--- config.mk ---
export PLATFORM = sky130hd
export DESIGN_NAME = lease_timer
export DESIGN_NICKNAME = d
export VERILOG_FILES = /design/src/rtl/lease_pkg.sv /design/src/rtl/lfsr_sec_prescaler.sv /design/src/rtl/lease_sec_counter.sv /design/src/rtl/lease_timer.sv
export SDC_FILE = /design/constraint.sdc
export NUM_CORES = 1
export LEC_CHECK = 0
export BUFFER_PORTS_ARGS = -buffer_cell sky130_fd_sc_hd__buf_4
export CELL_PAD_IN_SITES_DETAIL_PLACEMENT = 0
export CELL_PAD_IN_SITES_GLOBAL_PLACEMENT = 1
export CORE_MARGIN = 1.5
export CORE_UTILIZATION = 40
export CTS_BUF_LIST = sky130_fd_sc_hd__clkbuf_4
export CTS_CLUSTER_DIAMETER = 60
export CTS_CLUSTER_SIZE = 24
export DETAILED_ROUTE_END_ITERATION = 8
export PLACE_DENSITY_LB_ADDON = 0.1
export SLEW_MARGIN = 15
export SYNTH_ARGS = -nofsm -noshare
export SYNTH_HDL_FRONTEND = slang
export SYNTH_SLANG_ARGS = --single-unit
--- constraint.sdc ---
create_clock -name clk -period 8.65 [get_ports clk]
set_input_delay 0.4325 -clock clk [delete_from_list [all_inputs] [get_ports clk]]
set_output_delay 0.4325 -clock clk [all_outputs]
set_load 0.01 [all_outputs]
--- src/rtl/lease_pkg.sv ---
package lease_pkg;

  // Low-order feedback bits of a primitive polynomial for supported widths.
  function automatic logic [31:0] poly_low(input int unsigned w);
    case (w)
      5:       return 32'h0000_0009;
      8:       return 32'h0000_0071;
      16:      return 32'h0000_A011;
      27:      return 32'h0000_0027;
      32:      return 32'h0040_0007;
      default: return 32'h0000_0000;
    endcase
  endfunction

  // Multiply by x modulo P(x): one Galois LFSR step.
  function automatic logic [31:0] gf_xtime(input logic [31:0] a,
                                           input int unsigned w,
                                           input logic [31:0] low);
    logic [32:0] t;
    t = {a, 1'b0};
    if (t[w]) t = t ^ {1'b0, low};
    t[w] = 1'b0;
    return t[31:0];
  endfunction

  function automatic logic [31:0] gf_mul(input logic [31:0] a,
                                         input logic [31:0] b,
                                         input int unsigned w,
                                         input logic [31:0] low);
    logic [31:0] r;
    r = '0;
    for (int i = 31; i >= 0; i--) begin
      r = gf_xtime(r, w, low);
      if (b[i]) r = r ^ a;
    end
    return r;
  endfunction

  // State reached from seed after k steps: seed * x^k mod P(x).
  function automatic logic [31:0] lfsr_jump(input logic [31:0] seed,
                                            input logic [31:0] k,
                                            input int unsigned w);
    logic [31:0] low, acc, base;
    low  = poly_low(w);
    acc  = 32'd1;
    base = 32'd2;
    for (int i = 0; i < 32; i++) begin
      if (k[i]) acc = gf_mul(acc, base, w, low);
      base = gf_mul(base, base, w, low);
    end
    return gf_mul(seed, acc, w, low);
  endfunction

  function automatic logic [31:0] clamp_lease(input logic [31:0] lease,
                                              input logic [31:0] ceiling);
    return (lease > ceiling) ? ceiling : lease;
  endfunction

endpackage

--- src/rtl/lfsr_sec_prescaler.sv ---
module lfsr_sec_prescaler #(
  parameter int unsigned LFSR_W         = 27,
  parameter int unsigned CYCLES_PER_SEC = 100_000_000,
  parameter logic [31:0] SEED           = 32'd1
) (
  input  logic clk,
  input  logic rst_n,
  input  logic restart_i,
  input  logic run_i,
  output logic tick_o
);
  localparam logic [LFSR_W-1:0] POLY     = LFSR_W'(lease_pkg::poly_low(LFSR_W));
  localparam logic [LFSR_W-1:0] SEED_W   = LFSR_W'(SEED);
  localparam logic [LFSR_W-1:0] TERMINAL =
    LFSR_W'(lease_pkg::lfsr_jump(SEED, 32'(CYCLES_PER_SEC - 1), LFSR_W));

  logic [LFSR_W-1:0] lfsr_q, lfsr_step;

  assign lfsr_step = {lfsr_q[LFSR_W-2:0], 1'b0} ^ (lfsr_q[LFSR_W-1] ? POLY : '0);
  assign tick_o    = run_i && (lfsr_q == TERMINAL);

  always_ff @(posedge clk or negedge rst_n) begin
    if (!rst_n)                            lfsr_q <= SEED_W;
    else if (restart_i || tick_o || !run_i) lfsr_q <= SEED_W;
    else                                   lfsr_q <= lfsr_step;
  end

  // Observation counter for the period check only.
  logic [31:0] since_seed_q;
  always_ff @(posedge clk or negedge rst_n) begin
    if (!rst_n)                            since_seed_q <= '0;
    else if (restart_i || tick_o || !run_i) since_seed_q <= '0;
    else                                   since_seed_q <= since_seed_q + 32'd1;
  end

  AST_LFSR_NONZERO: assert property (@(posedge clk) disable iff (!rst_n)
    lfsr_q != '0);
  AST_TICK_PERIOD: assert property (@(posedge clk) disable iff (!rst_n)
    run_i |-> (tick_o == (since_seed_q == 32'(CYCLES_PER_SEC - 1))));

endmodule

--- src/rtl/lease_sec_counter.sv ---
module lease_sec_counter #(
  parameter int unsigned MAX_LEASE = 86400,
  parameter int unsigned SEC_W     = 17
) (
  input  logic             clk,
  input  logic             rst_n,
  input  logic             clear_i,
  input  logic             load_i,
  input  logic [SEC_W-1:0] lease_sat_i,
  input  logic             tick_i,
  output logic             running_o,
  output logic             renew_o,
  output logic             expired_o
);
  logic [SEC_W-1:0] secs_q, thr_q, secs_dec;
  logic             running_q, renew_q, expired_q;

  assign secs_dec = secs_q - 1'b1;

  always_ff @(posedge clk or negedge rst_n) begin
    if (!rst_n) begin
      secs_q <= '0; thr_q <= '0; running_q <= 1'b0; expired_q <= 1'b1; renew_q <= 1'b0;
    end else if (clear_i) begin
      secs_q <= '0; thr_q <= '0; running_q <= 1'b0; expired_q <= 1'b1; renew_q <= 1'b0;
    end else if (load_i) begin
      secs_q    <= lease_sat_i;
      thr_q     <= lease_sat_i >> 1;
      running_q <= (lease_sat_i != '0);
      expired_q <= (lease_sat_i == '0);
      renew_q   <= 1'b0;
    end else begin
      renew_q <= 1'b0;
      if (running_q && tick_i) begin
        secs_q <= secs_dec;
        if (secs_dec == '0) begin
          running_q <= 1'b0;
          expired_q <= 1'b1;
        end
        if (secs_dec == thr_q && thr_q != '0) renew_q <= 1'b1;
      end
    end
  end

  assign running_o = running_q;
  assign renew_o   = renew_q;
  assign expired_o = expired_q;

  AST_RENEW_SINGLE: assert property (@(posedge clk) disable iff (!rst_n)
    renew_q |=> !renew_q);
  AST_CLEAR_IDLE: assert property (@(posedge clk) disable iff (!rst_n)
    clear_i |=> (expired_q && !renew_q && !running_q));
  AST_EXPIRED_HOLD: assert property (@(posedge clk) disable iff (!rst_n)
    (expired_q && !load_i) |=> expired_q);
  AST_IDLE_QUIET: assert property (@(posedge clk) disable iff (!rst_n)
    !running_q |=> !renew_q);
  AST_SECS_BOUND: assert property (@(posedge clk) disable iff (!rst_n)
    secs_q <= SEC_W'(MAX_LEASE));
  AST_RUN_EXCLUSIVE: assert property (@(posedge clk) disable iff (!rst_n)
    running_q != expired_q);

endmodule

--- src/rtl/lease_timer.sv ---
module lease_timer #(
  parameter int unsigned CYCLES_PER_SEC = 100_000_000,
  parameter int unsigned LFSR_W         = 27,
  parameter int unsigned MAX_LEASE      = 86400,
  parameter logic [31:0] SEED           = 32'd1
) (
  input  logic        clk,
  input  logic        rst_n,
  input  logic        link_down_i,
  input  logic        load_i,
  input  logic [31:0] lease_i,
  output logic        renew_o,
  output logic        expired_o
);
  localparam int unsigned SEC_W = $clog2(MAX_LEASE + 1);

  logic             sec_tick;
  logic             timer_running;
  logic             restart;
  logic [SEC_W-1:0] lease_sat;

  assign restart   = load_i || link_down_i;
  assign lease_sat = SEC_W'(lease_pkg::clamp_lease(lease_i, 32'(MAX_LEASE)));

  lfsr_sec_prescaler #(
    .LFSR_W(LFSR_W), .CYCLES_PER_SEC(CYCLES_PER_SEC), .SEED(SEED)
  ) i_prescaler (
    .clk(clk), .rst_n(rst_n), .restart_i(restart),
    .run_i(timer_running), .tick_o(sec_tick)
  );

  lease_sec_counter #(
    .MAX_LEASE(MAX_LEASE), .SEC_W(SEC_W)
  ) i_counter (
    .clk(clk), .rst_n(rst_n), .clear_i(link_down_i), .load_i(load_i),
    .lease_sat_i(lease_sat), .tick_i(sec_tick), .running_o(timer_running),
    .renew_o(renew_o), .expired_o(expired_o)
  );

  AST_RENEW_NOT_EXPIRED: assert property (@(posedge clk) disable iff (!rst_n)
    !(renew_o && expired_o));

endmodule

==> out/results.txt <==
The floorplan has 34 rows. The data arrival time of the critical path came out at 3360 ps. The count of boundary I/O pins was 38; the number of placed instances with taps included was 511. After synthesis the cells add up to 3610 µm².

The effective utilization at floorplan is 0.414, and the half-perimeter wire length of the detailed placement result is 7.20 mm. For the worst setup path, the data required time is 8980 ps. The tools report the routing usage on met1 as 0.305.

The tools report the origin of the critical flop-to-flop path as i_counter.secs_q[0]. The run gives 0.322 as the worst-case headroom to the max-slew limit. The tools report the internal power as 0.402 mW. The number of global-route vias before repair was 3085.

The total number of vias was 3121; the register clock-pin slew on the reported worst setup and hold paths was 120 ps. After detailed routing, the total wire length is 9.91 mm. The sum of negative setup slack is 0 ps, and the power density normalized to cell area is 147 nW/µm². The logs give 4050 µm² for the post-route standard cell area excluding fillers and 0.0379 for the fraction of met3 tracks used by global routing. The number of max-slew violations in the final report is 0, and the net switching share of the total power is 0.325.

The number of hold-slack violations in the final timing report came out at 0. The part of the total power dissipated in sequential elements was 0.529; the post-detailed-route DRC marker count was 0. Setup repair after global routing left no endpoint under its margin.

Count of buffers inserted at the top-level ports: 37. Max-cap violations in this run came to 0. The least setup slack across all paths after layout was 5620 ps.

Clock tree synthesis selected as its root buffer the cell sky130_fd_sc_hd__clkbuf_4. After synthesis, the mean cell area works out to 9.19 µm². The die is 98.0 µm tall. The final critical-path share of the clock period was 0.351. In this run the worst path has a maximum fanout of 7.

The number of buffers created by CTS came out at 9. For the fraction of the yosys area taken by sequential cells, the log shows 0.437. Area fraction of the dominant cell type after synthesis: 0.422. For this design the total switching power over the nets is 0.193 mW.

Pin count of the biggest net entering global routing: 64. The run finished with clean final reports. The final total power is 0.595 mW. At the later pin of the worst-skew pair, clock insertion delay measures 420 ps.

After technology mapping, the gate count stands at 393. The floorplan step defined a die boundary enclosing 9610 µm². The standard cell area after detailed placement came out at 3920 µm². The setup clock skew after layout came out at 16.6 ps. STA classifies the critical path startpoint as a register. The logs give 5 for the first-pass iteration count of the detailed router and 2 for the buffer depth of the longest clock path. The number of different library cells used by synthesis comes to 63. The initial antenna violation count was 0. The logs give 0 for the count of antenna-violating nets left after detailed routing and 0 for the count of cells resized by post-cts repair. The fmax is 330 MHz, and the combinational power share is 0.158.

Using the TritonRoute via totals, the vias-per-cell ratio works out to 5.92. The synthesis warning total is 0, and the fraction of final layout cells sized beyond drive strength 1 is 0.184. The number of violations reported at the end of detailed-routing iteration 0 was 137. The run gives 0 as the hold-fix buffer count after cts. The final net count was 452; the count of cells along the worst register-to-register path was 8.

The post-synthesis async set-or-reset flop share was 1.00; the final setup violation count was 0. Area growth from synthesis to layout: 12.0%. The total global routing overflow came out at 0. The most common cell in the netlist is sky130_fd_sc_hd__dfrtp_1. Maximum VDD drop: 69.9 µV. Time the final worst path needs with I/O delays and setup: 3030 ps. Synthesis produced a netlist with a net count of 431. The run gives 3 as the number of H-tree levels. Yosys attributes the largest share of cell area to sky130_fd_sc_hd__dfrtp_1, sky130_fd_sc_hd__and3_1, sky130_fd_sc_hd__a21oi_1. The relative contribution of the clock network to total power is 0.313. TritonCTS built the clock tree.

Total core area: 8720 µm². The kind of critical path was register to register. The number of synthesized flops with an enable pin is 0. The worst slack at placement is 5690 ps. The wire length of the first global-routing pass was 16.6 mm; the number of antenna cells inserted was 0. The combined global-route utilization of all metal layers is 0.220. The min-delay analysis places its worst path in the category input pin to asynchronous set/reset pin. The tools report the number of setup buffers added after CTS as 0. For this design the static power due to leakage is 1.79 nW. The synthesis-stage register bit count is 63.

For this run, the leading register cell type out of synthesis is sky130_fd_sc_hd__dfrtp_1. The cell taking the most area after synthesis was sky130_fd_sc_hd__dfrtp_1. The worst setup path is captured at a register. Chip width: 98.0 µm. By count the netlist is led by sky130_fd_sc_hd__dfrtp_1, sky130_fd_sc_hd__a21oi_1, sky130_fd_sc_hd__nor2_1.

The global-route track usage on met2 is 0.345, and the CTS sink count is 63. At the pin with the least slew margin, the transition time is 1010 ps. The average detailed-routed wire length per instance works out to 18.8 µm. At the end of routability-driven placement, the weighted congestion stood at 0.902.

Leaving out filler cells and counting taps, the final layout contains 527. The global routing stage identified its most utilized layer as met2. The tools report the origin of the worst setup path as i_counter.secs_q[0].
==> registers in the layout, summed over array words and instances (netlist names) <==
name,flops
i_counter.expired_o,1
i_counter.secs_q,17
i_prescaler.lfsr_q,27
i_counter.running_o,1
i_counter.renew_o,1
i_counter.thr_q,16
==> metrics by stage <==
stage	util	hold slack [ps]
finish	0.464	72.5
global route	0.464	143
CTS	0.464	98.6
detailed placement	0.450	458
global placement	0.450	458
floorplan	-	137
==> kinds of logic after synthesis <==
logic type / Yosys count / share of synthesized area
fa+ha+maj: 2 / 0.00692
simple gates: 164 / 0.268
xor+xnor: 25 / 0.0606
compound gates: 95 / 0.175
flops: 63 / 0.437
buf+inv: 43 / 0.0499
mux: 1 / 0.00277
==> final timing paths <==
| check | to | slack, ps |
|---|---|---|
| hold / removal | i_counter.secs_q[13] | 70 |
| max in group asynchronous | i_counter.secs_q[0] | 8050 |
| hold reg to reg | i_counter.expired_o | 470 |
| setup reg to reg | i_counter.renew_o | 5620 |
| setup / recovery | i_counter.renew_o | 5620 |
| min in group clk | i_counter.thr_q[4] | 240 |
==> cell usage in the layout (no fill, tap or decap), drive strengths merged, types with 3 or more instances in the layout <==
cell,synthesis,layout
nand2b,3,3
xnor2,14,14
o21ai,15,15
xor2,11,11
o21a,7,7
or3,3,3
nor4,19,19
or2,8,8
dfrtp,61,61
nor3,10,10
a22o,5,5
a22oi,3,3
a31oi,4,4
nand2,23,23
a21oi,29,29
a21boi,4,4
nand3,11,11
nand4,12,12
or4,5,5
buf,6,40
inv,13,16
a21o,3,3
and3,25,25
nor2,28,28
a32oi,5,5
clkbuf,24,9
==> cell type report <==
class | count | area, µm²
Clock buffer | 9 | 67.6
Clock inverter | 7 | 55.1
Fill cell | 869 | 4670
Inverter | 13 | 48.8
Multi-Input combinational cell | 287 | 1860
Sequential cell | 63 | 1580
Tap cell | 108 | 135
Timing Repair Buffer | 40 | 300
==> power groups by stage <==
stage / clock (mW) / sequential [mW] / combinational (mW)
after floorplan: 0 / 0.310 / 0.0655
after global placement: 0 / 0.320 / 0.0936
after detailed placement: 0 / 0.320 / 0.0934
after CTS: 0.196 / 0.314 / 0.0939
after global routing: 0.207 / 0.316 / 0.104
final: 0.186 / 0.314 / 0.0942
==> routing by layer <==
layer / up-vias / routed length (µm)
met5: - / 0
met4: 0 / 201
met3: 13 / 586
met2: 92 / 4680
met1: 1523 / 4440
li1: 1493 / -
==> critical path, cell delays in order, from the launching register on <==
cell                      delay [ps]
sky130_fd_sc_hd__dfrtp_1         450
sky130_fd_sc_hd__inv_1           110
sky130_fd_sc_hd__ha_1            270
sky130_fd_sc_hd__or3b_2          560
sky130_fd_sc_hd__nor2_1          400
sky130_fd_sc_hd__nand2_1         130
sky130_fd_sc_hd__xnor2_1         150
sky130_fd_sc_hd__or4b_2          620
sky130_fd_sc_hd__nor4_2          250
(Power assumes the default switching activity.)
